[src/rtl/dram_wr_pkg.sv]
package dram_wr_pkg;

    localparam int WAIT_W = 2;
    localparam int CNT_W  = WAIT_W + 2;

    typedef enum logic [2:0] {
        ST_IDLE,
        ST_PRE,
        ST_ROW,
        ST_COL,
        ST_CAS,
        ST_TAIL,
        ST_DONE
    } seq_state_e;

    typedef struct packed {
        logic [WAIT_W-1:0] rp;
        logic [WAIT_W-1:0] rh;
        logic [WAIT_W-1:0] da;
    } wait_cfg_t;

    // Phase that follows a given phase once its tick budget is used.
    function automatic seq_state_e next_phase(seq_state_e st);
        case (st)
            ST_PRE:  return ST_ROW;
            ST_ROW:  return ST_COL;
            ST_COL:  return ST_CAS;
            ST_CAS:  return ST_TAIL;
            ST_TAIL: return ST_DONE;
            default: return ST_IDLE;
        endcase
    endfunction

    // Length of a phase in ticks, minus one (the value loaded into the down-counter).
    function automatic logic [CNT_W-1:0] phase_span(seq_state_e st, wait_cfg_t c);
        case (st)
            ST_PRE:  return {1'b0, c.rp, 1'b0};
            ST_ROW:  return {1'b0, c.rh, 1'b0};
            ST_CAS:  return {1'b0, c.da, 1'b1};
            default: return '0;
        endcase
    endfunction

endpackage

[src/rtl/dwr_timer.sv]
module dwr_timer
    import dram_wr_pkg::*;
(
    input  logic             clk,
    input  logic             rst,
    input  logic             load,
    input  logic [CNT_W-1:0] load_val,
    output logic             zero
);
    logic [CNT_W-1:0] cnt;

    always_ff @(posedge clk) begin
        if (rst) begin
            cnt <= '0;
        end else if (load) begin
            cnt <= load_val;
        end else if (cnt != '0) begin
            cnt <= cnt - 1'b1;
        end
    end

    assign zero = (cnt == '0);

    // an idle counter keeps counting down one step per tick
    p_count_down_r1: assert property (@(posedge clk) disable iff (rst)
        (!load && cnt != '0) |=> (cnt == $past(cnt) - 1'b1));

endmodule

[src/rtl/dwr_ctrl.sv]
module dwr_ctrl
    import dram_wr_pkg::*;
(
    input  logic             clk,
    input  logic             rst,
    input  logic             req,
    input  wait_cfg_t        cfg_in,
    input  logic             ext_wait,
    input  logic             zero,
    output logic             load,
    output logic [CNT_W-1:0] load_val,
    output logic             accept,
    output seq_state_e       state
);
    seq_state_e nxt;
    wait_cfg_t  cfg_q;

    assign accept = (state == ST_IDLE) && req;

    always_comb begin
        nxt      = state;
        load     = 1'b0;
        load_val = '0;
        if (state == ST_IDLE) begin
            if (req) begin
                nxt      = ST_PRE;
                load     = 1'b1;
                load_val = phase_span(ST_PRE, cfg_in);
            end
        end else if (zero) begin
            if (state == ST_CAS && ext_wait) begin
                // one more bus clock of column strobe
                load     = 1'b1;
                load_val = CNT_W'(1);
            end else begin
                nxt      = next_phase(state);
                load     = 1'b1;
                load_val = phase_span(next_phase(state), cfg_q);
            end
        end
    end

    always_ff @(posedge clk) begin
        if (rst) begin
            state <= ST_IDLE;
            cfg_q <= '0;
        end else begin
            state <= nxt;
            if (accept) begin
                cfg_q <= cfg_in;
            end
        end
    end

    // a sampled wait at the end of the column phase keeps the strobe low
    p_wait_extends_r6: assert property (@(posedge clk) disable iff (rst)
        (state == ST_CAS && zero && ext_wait) |=> (state == ST_CAS));

    // once past precharge, no new cycle can start before idle
    p_no_reaccept_r11: assert property (@(posedge clk) disable iff (rst)
        (state != ST_IDLE && state != ST_PRE) |=> (state != ST_PRE));

endmodule

[src/rtl/dwr_pins.sv]
module dwr_pins
    import dram_wr_pkg::*;
#(
    parameter int MA_W   = 10,
    parameter int DATA_W = 16
) (
    input  logic              clk,
    input  logic              rst,
    input  logic              accept,
    input  logic [2*MA_W-1:0] req_addr,
    input  logic [DATA_W-1:0] req_data,
    input  seq_state_e        state,
    output logic              ras_n,
    output logic              cas_n,
    output logic              we_n,
    output logic [MA_W-1:0]   mem_addr,
    output logic [DATA_W-1:0] mem_wdata,
    output logic              done
);
    logic [MA_W-1:0]   row_q;
    logic [MA_W-1:0]   col_q;
    logic [DATA_W-1:0] data_q;

    always_ff @(posedge clk) begin
        if (rst) begin
            row_q  <= '0;
            col_q  <= '0;
            data_q <= '0;
        end else if (accept) begin
            row_q  <= req_addr[2*MA_W-1:MA_W];
            col_q  <= req_addr[MA_W-1:0];
            data_q <= req_data;
        end
    end

    always_comb begin
        ras_n    = 1'b1;
        cas_n    = 1'b1;
        we_n     = 1'b1;
        done     = 1'b0;
        mem_addr = '0;
        case (state)
            ST_PRE:  begin we_n = 1'b0; mem_addr = row_q; end
            ST_ROW:  begin we_n = 1'b0; ras_n = 1'b0; mem_addr = row_q; end
            ST_COL:  begin we_n = 1'b0; ras_n = 1'b0; mem_addr = col_q; end
            ST_CAS:  begin we_n = 1'b0; ras_n = 1'b0; cas_n = 1'b0; mem_addr = col_q; end
            ST_TAIL: begin we_n = 1'b0; ras_n = 1'b0; mem_addr = col_q; end
            ST_DONE: begin we_n = 1'b0; done = 1'b1; mem_addr = col_q; end
            default: ;
        endcase
    end

    assign mem_wdata = data_q;

    // column strobe only inside the row strobe
    p_cas_inside_ras_r4: assert property (@(posedge clk) disable iff (rst)
        !cas_n |-> !ras_n);

    // write enable covers the whole column strobe
    p_we_covers_cas_r8: assert property (@(posedge clk) disable iff (rst)
        !cas_n |-> !we_n);

    // done is a single tick
    p_done_single_r10: assert property (@(posedge clk) disable iff (rst)
        done |=> !done);

    // data held while the cycle runs
    p_data_held_r9: assert property (@(posedge clk) disable iff (rst)
        (!we_n && $past(!we_n)) |-> $stable(mem_wdata));

endmodule

[src/rtl/dram_wr_seq.sv]
module dram_wr_seq
    import dram_wr_pkg::*;
#(
    parameter int MA_W   = 10,
    parameter int DATA_W = 16
) (
    input  logic              clk,
    input  logic              rst,
    input  logic              req,
    input  logic [2*MA_W-1:0] req_addr,
    input  logic [DATA_W-1:0] req_data,
    input  logic [1:0]        cfg_rp,
    input  logic [1:0]        cfg_rh,
    input  logic [1:0]        cfg_da,
    input  logic              ext_wait,
    output logic              ras_n,
    output logic              cas_n,
    output logic              we_n,
    output logic [MA_W-1:0]   mem_addr,
    output logic [DATA_W-1:0] mem_wdata,
    output logic              done
);
    wait_cfg_t        cfg;
    logic             load;
    logic [CNT_W-1:0] load_val;
    logic             zero;
    logic             accept;
    seq_state_e       state;

    assign cfg = '{rp: cfg_rp, rh: cfg_rh, da: cfg_da};

    dwr_timer u_timer (
        .clk      (clk),
        .rst      (rst),
        .load     (load),
        .load_val (load_val),
        .zero     (zero)
    );

    dwr_ctrl u_ctrl (
        .clk      (clk),
        .rst      (rst),
        .req      (req),
        .cfg_in   (cfg),
        .ext_wait (ext_wait),
        .zero     (zero),
        .load     (load),
        .load_val (load_val),
        .accept   (accept),
        .state    (state)
    );

    dwr_pins #(.MA_W(MA_W), .DATA_W(DATA_W)) u_pins (
        .clk       (clk),
        .rst       (rst),
        .accept    (accept),
        .req_addr  (req_addr),
        .req_data  (req_data),
        .state     (state),
        .ras_n     (ras_n),
        .cas_n     (cas_n),
        .we_n      (we_n),
        .mem_addr  (mem_addr),
        .mem_wdata (mem_wdata),
        .done      (done)
    );

    // strobes idle high while in reset
    p_reset_idle_r12: assert property (@(posedge clk)
        $past(rst) |-> (ras_n && cas_n && we_n && !done));

endmodule

[config.mk]
export PLATFORM = sky130hd
export DESIGN_NAME = dram_wr_seq
export DESIGN_NICKNAME = d
export VERILOG_FILES = /design/src/rtl/dram_wr_pkg.sv /design/src/rtl/dwr_timer.sv /design/src/rtl/dwr_ctrl.sv /design/src/rtl/dwr_pins.sv /design/src/rtl/dram_wr_seq.sv
export SDC_FILE = /design/constraint.sdc
export NUM_CORES = 1
export LEC_CHECK = 0
export BUFFER_PORTS_ARGS = -buffer_cell sky130_fd_sc_hd__buf_2
export CORE_ASPECT_RATIO = 1.1
export CORE_MARGIN = 1
export CORE_UTILIZATION = 40
export DETAILED_ROUTE_END_ITERATION = 8
export GPL_TIMING_DRIVEN = 0
export PLACE_DENSITY = 0.67
export SETUP_SLACK_MARGIN = 0.2
export SKIP_CTS_REPAIR_TIMING = 1
export SLEW_MARGIN = 40
export SYNTH_ARGS = -nofsm -noshare
export SYNTH_HDL_FRONTEND = slang
export SYNTH_SLANG_ARGS = --single-unit
export TNS_END_PERCENT = 100
[constraint.sdc]
create_clock -name clk -period 3.9 [get_ports clk]
set_input_delay 0 -clock clk [delete_from_list [all_inputs] [get_ports clk]]
set_output_delay 0 -clock clk [all_outputs]
set_load 0.02 [all_outputs]
Word-level counts from Yosys, hierarchy flattened
Cells that the tools add are included.
{"block": "totals", "output_inout_bits": 30, "word_cells": 53, "regBits": 49}
{"block": "classes", "reduce_logical": 12, "n_eq_ne": 11, "muxes": 21, "n_addsub": 1}
{"operator": "2-to-1 mux 4 bit", "count": 5}
{"operator": "case mux 10 bit (2 select lines)", "count": 1}
{"operator": "2-to-1 mux 3 bit", "count": 6}
{"operator": "case mux 3 bit (5 select lines)", "count": 1}
{"operator": "== test 3 bit, second input constant", "count": 4}
{"operator": "== test 3 x 2 -> 1 bit, second input constant", "count": 3}
{"operator": "case mux 3 bit (3 select lines)", "count": 1}
{"operator": "OR reduction 4 bit", "count": 2}
{"operator": "2-to-1 mux 1 bit", "count": 7}
{"operator": "== test 3 x 1 -> 1 bit, second input constant", "count": 2}
{"operator": "OR reduction 6 bit", "count": 1}
{"operator": "zero test 4 bit", "count": 1}
{"operator": "nonzero test 2 bit", "count": 2}
{"operator": "nonzero test 4 bit", "count": 1}
{"operator": "subtractor 4 x 1 -> 4 bit, second input constant", "count": 1}
{"operator": "zero test 3 bit", "count": 1}
{"operator": "AND reduction 3 bit", "count": 1}
{"operator": "logical AND 1 bit", "count": 2}
{"operator": "inequality test 2 x 1 -> 1 bit, second input constant", "count": 1}
{"operator": "inequality test 2 bit, second input constant", "count": 1}
{"operator": "OR reduction 2 bit", "count": 1}

Depth between registers and ports, before layout
Gate-level depths: netlist of the first run.
{"block": "logic_depth", "word_depth": 11, "depth_mapped": 7}

By module
A second synthesis of the first run with hierarchy kept.
{"block": "hier_totals", "cells_unflattened": 272, "hier_area_um2": 2383.5}
{"module": "dwr_pins", "cells_per_inst": 157, "area_per_inst_um2": 1503.9, "n_inst": 1}
{"module": "dwr_ctrl", "cells_per_inst": 91, "area_per_inst_um2": 650.6, "n_inst": 1}
{"module": "dwr_timer", "cells_per_inst": 24, "area_per_inst_um2": 229.0, "n_inst": 1}

Worst setup path after synthesis of the first run
Ideal clock, no wire load.
{"block": "synth_path", "path_type": "flip-flop to flip-flop", "from": "register u_timer.cnt[0]", "to": "register u_ctrl.state[0]", "arrival_ns": 1.529, "synth_period_minus_slack_ns": 1.596, "path_stages_with_launch": 7, "path_slack_ns": 2.304, "n_path_buf": 0, "path_cell_list": "dfxtp_1 inv_1 ha_1 nor3b_4 mux2i_1 or3b_1 a21oi_2"}
{"block": "synth_between", "elab_chain_cells": 3}
{"item": "start, declared", "line_no": "dwr_timer.sv:10", "text": "logic [CNT_W-1:0] cnt;"}
{"item": "start signal, assigned", "line_no": "dwr_timer.sv:16", "text": "cnt <= load_val;"}
{"item": "start signal, assigned", "line_no": "dwr_timer.sv:18", "text": "cnt <= cnt - 1'b1;"}
{"item": "zero test 4 bit", "line_no": "dwr_timer.sv:22", "text": "assign zero = (cnt == '0);"}
{"item": "nonzero test 2 bit (no source line)"}
{"item": "AND reduction 3 bit (no source line)"}
{"item": "end signal, assigned", "line_no": "dwr_ctrl.sv:48", "text": "state <= nxt;"}
{"item": "end, declared", "line_no": "dwr_ctrl.sv:13", "text": "output seq_state_e state"}
No other way between the ends.
A chain may end at the register's enable or synchronous reset.

Final worst setup path of the first run
{"block": "layout_path", "from": "register u_timer.cnt[0]", "to": "register u_timer.cnt[1]"}
{"block": "layout_between", "elab_chain_cells": 4}
{"item": "branches (longest 4 deep; another with subtractor 4 x 1 -> 4 bit)"}
Parallel ways; which one is timed is not known. The select of a mux whose other input is x is not followed.

==> flow_summary.rst, run 1 <==
.. list-table::
   :header-rows: 1

   * - Metric
     - Value
   * - Clock period minus worst slack
     - 2.18 ns
   * - Area growth syn-to-layout
     - 47.8%
   * - Critical path class
     - flop to flop
   * - Largest clock skew in the final design
     - ~0.0020 ns
   * - Number of search-and-repair iterations in the first detailed-routing pass
     - 4
   * - Transition time at the pin with the least slew margin
     - 0.626 ns
   * - Buf/Inv on CP
     - 2
   * - Routability cong.
     - roughly 0.8
   * - Kind of capture point of the worst setup path
     - flop
   * - Avg Synthesized Cell Area
     - slightly below 8 um^2
   * - Residual overflow from global routing
     - 0
   * - Power density over the cells
     - slightly below 600 nW/um^2
   * - Die width
     - between 60 and 70 um
   * - Routed via count divided by cell count
     - 4.91
   * - Warnings, synthesis
     - 0
   * - Status
     - finished, final reports clean
   * - Hold Crit Class
     - primary input to flop
   * - Worst max-slew margin expressed relative to the limit
     - 58.0%
   * - Clock tree from TritonCTS
     - done
   * - Tot Pwr
     - 1.76 mW
   * - Upper clock frequency limit
     - 459 MHz
   * - Highest fanout seen on the critical path
     - 9
   * - Instance count after placement with tap cells included
     - 388
   * - Final Net Count
     - around 430
   * - Die Footprint
     - around 5300 um^2
   * - Total GRT Usage
     - 18.8%
   * - Total of max-cap violations
     - 0
   * - Final standard cell count with taps included and fillers excluded
     - 438
   * - M2 GR Usage
     - 31.4%
   * - Synthesized net count
     - 304
   * - Global Route met3 Usage
     - under 10%
   * - Count of routing violations after the opening detailed-route iteration
     - 122
   * - Total via count after detailed routing
     - about 2.2k
   * - Largest incremental delay on the critical path
     - 0.55 ns
   * - Maximum number of buffers from clock root to sink
     - 2
   * - Number of top-level design ports
     - 76
   * - Slowest cell on crit path
     - dlygate4sd3_1
   * - Critical path's top delay family
     - buffers and inverters
   * - Skew-Pair Late Insertion Delay
     - ~0.29 ns
   * - Required arrival time at the worst endpoint
     - 4.09 ns
   * - Final slew viol count
     - 0
   * - Category of the worst setup path launch point
     - flop
   * - Final setup violation count
     - 0
   * - Core footprint
     - 4750 um^2
   * - Setup total negative slack
     - 0 ns
   * - Height of the die
     - 76.4 um
   * - Ant diodes
     - 0
   * - Largest net degree at the start of global routing
     - 15
   * - Proportion of layout cells with a drive suffix above 1
     - between 20% and 30%
   * - Syn Inst Count
     - roughly 260
   * - Setup repair after global routing missed its margin
     - false
   * - Number of routed nets with antenna violations
     - 0
   * - Met1 global-route usage
     - 23.3%
   * - First-pass GRT wire length
     - 8110 um
   * - Clock slew at the register clock pins of the worst setup and hold paths
     - around 0.080 ns
   * - CTS Sinks
     - 47
   * - Data arrival time at the worst-slack endpoint
     - between 2 and 2.5 ns
   * - Root Buffer
     - clkbuf_8
   * - CTS H-Tree Depth
     - 2
   * - Final hold violations
     - 0
   * - Standby leakage power
     - 1.31 nW
   * - Antenna violations before repair
     - 0
   * - Flop and latch count out of synthesis
     - 47
   * - Total half-perimeter wirelength after legalization and detailed placement
     - roughly 3500 um
   * - VDD IR max
     - 0.299 mV
   * - Count of buffers from port buffering
     - 75
   * - Final routed DRC violation total
     - 0
   * - Sequential element share of the synthesized area
     - 46.8%
   * - Chain of cells forming the critical path
     - inv_1 -> ha_1 -> nor3b_4 -> mux2i_1 -> or2b_1 -> a31oi_1 -> dlygate4sd3_1
   * - Peak-usage layer in the global routing report
     - met2
   * - Number of distinct standard cells referenced by the synthesized netlist
     - 33
   * - Number of cell rows
     - 26
   * - Final WL
     - roughly 5500 um
   * - Number of buffers inserted during clock tree synthesis
     - 5
   * - Initial Util
     - 42.3%
   * - Average wire per cell in the routed design
     - 12.5 um
   * - Via count of the first global-routing pass
     - about 1.8k
   * - Area of the mapped netlist
     - 2010 um^2
   * - Final period utilization
     - 55.9%
final cells by class:
type | instances | area (um^2)
Tap cell | 56 | 70.1
Inverter | 3 | 11.3
Clock buffer | 7 | 86.3
Timing Repair Buffer | 117 | 796
Clock inverter | 1 | 8.76
Multi-Input combinational cell | 187 | 971
Fill cell | 437 | 1780
Sequential cell | 47 | 941
Buffer | 20 | 87.6
logic make-up (layout without fill, tap and decap cells):
logic type      after synthesis  in the layout  share of synthesized area (%)
xor+xnor                      4              4                           1.74
compound gates               69             69                           20.6
simple gates                110            110                           23.8
flops                        47             47                           46.8
fa+ha+maj                     1              1                          0.622
buf+inv                      23            148                           4.92
mux                           3              3                           1.49
worst reg2reg max path, delay by kind of cell (launching register included):
kind	cells	cell delay, ns
AO/OA/AOI/OAI	1	0.06
multiplexers	1	0.24
adder cells (fa/ha/maj)	1	0.22
AND/OR/NAND/NOR	2	0.60
flip-flops	1	0.33
buffers and inverters	2	0.62
layer usage:
metal  vias to the layer above  part of all wire [%]
met5                         -                     0
met4                         0                  0.81
met3                         5                   5.1
met2                        58                    52
met1                       972                    42
li1                       1115                     -
layout by cell type, fill, tap and decap left out, types with 2 or more instances in the layout:
| cell type | count |
|---|---|
| nand2_1 | 87 |
| buf_2 | 82 |
| a21oi_1 | 47 |
| dfxtp_1 | 47 |
| dlygate4sd3_1 | 42 |
| clkbuf_1 | 13 |
| nor2_1 | 8 |
| a22o_1 | 7 |
| clkbuf_8 | 6 |
| a221oi_1 | 4 |
| nor3_1 | 4 |
| inv_1 | 3 |
| mux2i_1 | 3 |
| xor2_1 | 2 |
| and2_1 | 2 |
| xnor2_1 | 2 |
| a31oi_1 | 2 |
| a311oi_1 | 2 |
| o21ai_0 | 2 |
cells in the mapped netlist (all sizes together):
master | n | area share, %
inv | 3 | 0.56
nand2 | 87 | 16
clkbuf | 12 | 2.2
a22o | 7 | 3.0
or2b | 1 | 0.37
xor2 | 2 | 0.87
buf | 8 | 2.1
nor3b | 2 | 1.3
a31o | 1 | 0.44
a31oi | 2 | 0.62
a221oi | 4 | 1.7
mux2i | 3 | 1.5
a21o | 1 | 0.37
or4b | 1 | 0.50
and2 | 3 | 0.93
a32oi | 1 | 0.44
xnor2 | 2 | 0.87
or3 | 1 | 0.31
dfxtp | 47 | 47
ha | 1 | 0.62
o2111ai | 1 | 0.44
a21oi | 48 | 12
or3b | 2 | 0.87
nor2 | 8 | 1.5
o21ai | 2 | 0.50
nor3 | 5 | 1.8
a311oi | 2 | 0.87
sequential cells by signal, indices dropped and copies added (netlist names):
register / flops
u_ctrl.cfg_q: 4
u_pins.row_q: 10
u_ctrl.state: 3
u_pins.mem_wdata: 16
u_timer.cnt: 4
u_pins.col_q: 10
power by group:
group          internal (mW)  total, mW  switching, mW
logic                  0.320      0.802          0.481
clock network          0.145      0.307          0.161
registers              0.584      0.652         0.0675
worst paths after layout:
kind                       start             endpoint  slack [ns]  cells after the start
max               u_timer.cnt[0]       u_timer.cnt[1]        1.72                      7
min                     ext_wait       u_timer.cnt[0]        0.07                      3
max reg2reg       u_timer.cnt[0]       u_timer.cnt[1]        1.72                      7
min reg2reg  u_pins.mem_wdata[6]  u_pins.mem_wdata[6]        0.46                      2
through the flow:
stage	utilization [%]	instance area (um^2)	setup slack [ns]	hold WS (ns)
after floorplan	-	2010	2.30	0.136
after global placement	51.7	2460	2.07	0.242
after detailed placement	51.7	2460	2.11	0.246
after CTS	53.7	2550	1.89	-0.0742
after global routing	62.6	2970	1.58	0.108
final	62.6	2970	1.72	0.0687
No activity file was read; power rests on OpenSTA's default activity.
==> run 2: changes to the inputs <==
Clock period 3.9 ns to 2.3 ns, I/O delays scaled along.
==> run 2 against run 1 <==
Net effect:
- die area is the same
- critical endpoint is now mem_addr[1]
- flip-flop and latch count stayed put
- routed wire length decreased by 0.13%
- sequential share of layout area fell by 0.080 points
- non-clock buffer count stayed put
- global-route usage did not move
==> flow_summary.rst, run 2 (same netlist as run 1, synthesis figures left out) <==
.. list-table::
   :header-rows: 1

   * - Metric
     - Value
   * - Clock period minus worst slack
     - 1.95 ns
   * - Count of routing violations after the opening detailed-route iteration
     - 103 (was 122)
   * - Core footprint
     - 4750 um^2 (unchanged)
   * - Upper clock frequency limit
     - ~500 MHz
   * - Final slew viol count
     - 0 (unchanged)
   * - CTS H-Tree Depth
     - 2 (unchanged)
   * - Critical path class
     - flop to output pin (was flop to flop)
   * - Routability cong.
     - 0.807 (unchanged)
   * - Setup repair after global routing missed its margin
     - false (unchanged)
   * - Via count of the first global-routing pass
     - 1792 (unchanged)
   * - Worst max-slew margin expressed relative to the limit
     - 67.3% (was 58.0%)
   * - VDD IR max
     - 0.508 mV (was 0.299 mV)
   * - Initial Util
     - 42.3% (unchanged)
   * - Worst setup slack after layout
     - 0.353 ns (was 1.72 ns)
   * - Height of the die
     - 76.4 um (unchanged)
   * - Final routed DRC violation total
     - 0 (unchanged)
   * - M2 GR Usage
     - 31.4% (unchanged)
   * - Setup total negative slack
     - 0 ns (unchanged)
   * - Power density over the cells
     - 1000 nW/um^2 (was 592 nW/um^2)
   * - Standby leakage power
     - 1.32 nW (was 1.31 nW)
   * - Highest fanout seen on the critical path
     - 7 (was 9)
   * - Clock tree from TritonCTS
     - done (unchanged)
   * - Final period utilization
     - 84.7%
   * - Cell area after layout
     - 2980 um^2 (was 2970 um^2)
   * - Final setup violation count
     - 0 (unchanged)
   * - Proportion of layout cells with a drive suffix above 1
     - 25.1% (was 24.9%)
   * - Total of max-cap violations
     - 0 (unchanged)
   * - Final hold violations
     - 0 (unchanged)
   * - Final Net Count
     - 428 (unchanged)
   * - Category of the worst setup path launch point
     - flop (unchanged)
   * - Hold Crit Class
     - primary input to flop (unchanged)
   * - Flip-flop count of the largest register, all copies and words added
     - 16 (unchanged)
   * - First-pass GRT wire length
     - 8110 um (unchanged)
   * - Final WL
     - 5450 um (was 5460 um)
   * - Number of top-level design ports
     - 76 (unchanged)
   * - Post-detailed-placement cell area
     - 2460 um^2 (unchanged)
   * - Ant diodes
     - 0 (unchanged)
   * - Clock slew at the register clock pins of the worst setup and hold paths
     - 0.09 ns (was 0.08 ns)
   * - Required arrival time at the worst endpoint
     - 2.30 ns (was 4.09 ns)
   * - Average wire per cell in the routed design
     - 12.4 um (was 12.5 um)
   * - Final standard cell count with taps included and fillers excluded
     - 438 (unchanged)
   * - Tot Pwr
     - 2.98 mW (was 1.76 mW)
   * - CTS Sinks
     - 47 (unchanged)
   * - Instance count after placement with tap cells included
     - 388 (unchanged)
   * - Global Route met3 Usage
     - 5.69% (unchanged)
   * - Number of search-and-repair iterations in the first detailed-routing pass
     - 4 (unchanged)
   * - Area growth syn-to-layout
     - 48.2% (was 47.8%)
   * - Filler Cells Inserted
     - 434 (was 437)
   * - Post-Place Worst Slack
     - 0.506 ns (was 2.11 ns)
   * - Maximum number of buffers from clock root to sink
     - 2 (unchanged)
   * - Total half-perimeter wirelength after legalization and detailed placement
     - 3480 um (unchanged)
   * - Skew-Pair Late Insertion Delay
     - 0.29 ns (about the same)
   * - Kind of capture point of the worst setup path
     - output pin (was flop)
   * - Data arrival time at the worst-slack endpoint
     - 1.95 ns (was 2.37 ns)
   * - Total via count after detailed routing
     - 2151 (was 2150)
   * - Largest net degree at the start of global routing
     - 15 (unchanged)
   * - Util after Layout
     - 62.7% (was 62.6%)
   * - Total GRT Usage
     - 18.8% (unchanged)
   * - Number of routed nets with antenna violations
     - 0 (unchanged)
   * - Die width
     - 69.6 um (unchanged)
   * - Most common library cell in the layout ignoring fill and taps
     - nand2_1 (unchanged)
   * - Root Buffer
     - clkbuf_8 (unchanged)
   * - Number of buffers inserted during clock tree synthesis
     - 5 (unchanged)
   * - Status
     - finished, final reports clean (unchanged)
   * - Peak-usage layer in the global routing report
     - met2 (unchanged)
   * - Die Footprint
     - 5310 um^2 (unchanged)
   * - Transition time at the pin with the least slew margin
     - 0.491 ns (was 0.626 ns)
   * - Antenna violations before repair
     - 0 (unchanged)
   * - Count of buffers from port buffering
     - 75 (unchanged)
   * - Leading cell types in the layout, fill and taps excluded
     - nand2_1, buf_2, a21oi_1, dfxtp_1, dlygate4sd3_1 (unchanged)
   * - Met1 global-route usage
     - 23.3% (unchanged)
   * - Number of cell rows
     - 26 (unchanged)
   * - Final-layout worst hold slack
     - 0.0663 ns (was 0.0687 ns)
   * - Residual overflow from global routing
     - 0 (unchanged)
   * - Largest clock skew in the final design
     - 0.00232 ns (was 0.00201 ns)
   * - Routed via count divided by cell count
     - 4.91 (about the same)
run 2: changes by cell type in the layout (fill, tap and decap cells not counted):
| cell | delta |
|---|---|
| xnor2_1 | -1 |
| xnor2_2 | +1 |
run 2: power breakdown:
part           switching (mW)  internal (mW)
combinational           0.816          0.534
sequential              0.115          0.991
clock                   0.277          0.247
total                    1.21           1.77
run 2: critical path, cell delays in order (launching register included):
cell	delay (ns)
dfxtp_1	0.32
buf_2	0.19
xor2_1	0.29
and2_1	0.18
clkbuf_1	0.29
a22o_1	0.21
buf_2	0.16
run 2: layer usage:
| metal | up-vias | part of all wire [%] |
|---|---|---|
| met5 | - | 0 |
| met4 | 0 | 0.81 |
| met3 | 5 | 5.2 |
| met2 | 59 | 52 |
| met1 | 971 | 42 |
| li1 | 1116 | - |
run 2: final cells by class:
cell class	count	area, um^2	share of cell area [%]
inverters	3	11.3	0.378
multi-input cells	187	978	32.8
clock inverters	1	8.76	0.294
well taps	56	70.1	2.35
flip-flops and latches	47	941	31.6
repair buffers	117	796	26.7
clock buffers	7	86.3	2.90
plain buffers	20	87.6	2.94
run 2: path summary, 6_finish.rpt:
| kind | slack, ns | end | startpoint | cells past startpoint |
|---|---|---|---|---|
| max | 0.35 | mem_addr[1] | u_ctrl.state[1] | 6 |
| min | 0.07 | u_timer.cnt[0] | ext_wait | 3 |
| max reg2reg | 0.46 | u_ctrl.state[0] | u_timer.cnt[0] | 6 |
| min reg2reg | 0.46 | u_pins.mem_wdata[6] | u_pins.mem_wdata[6] | 2 |
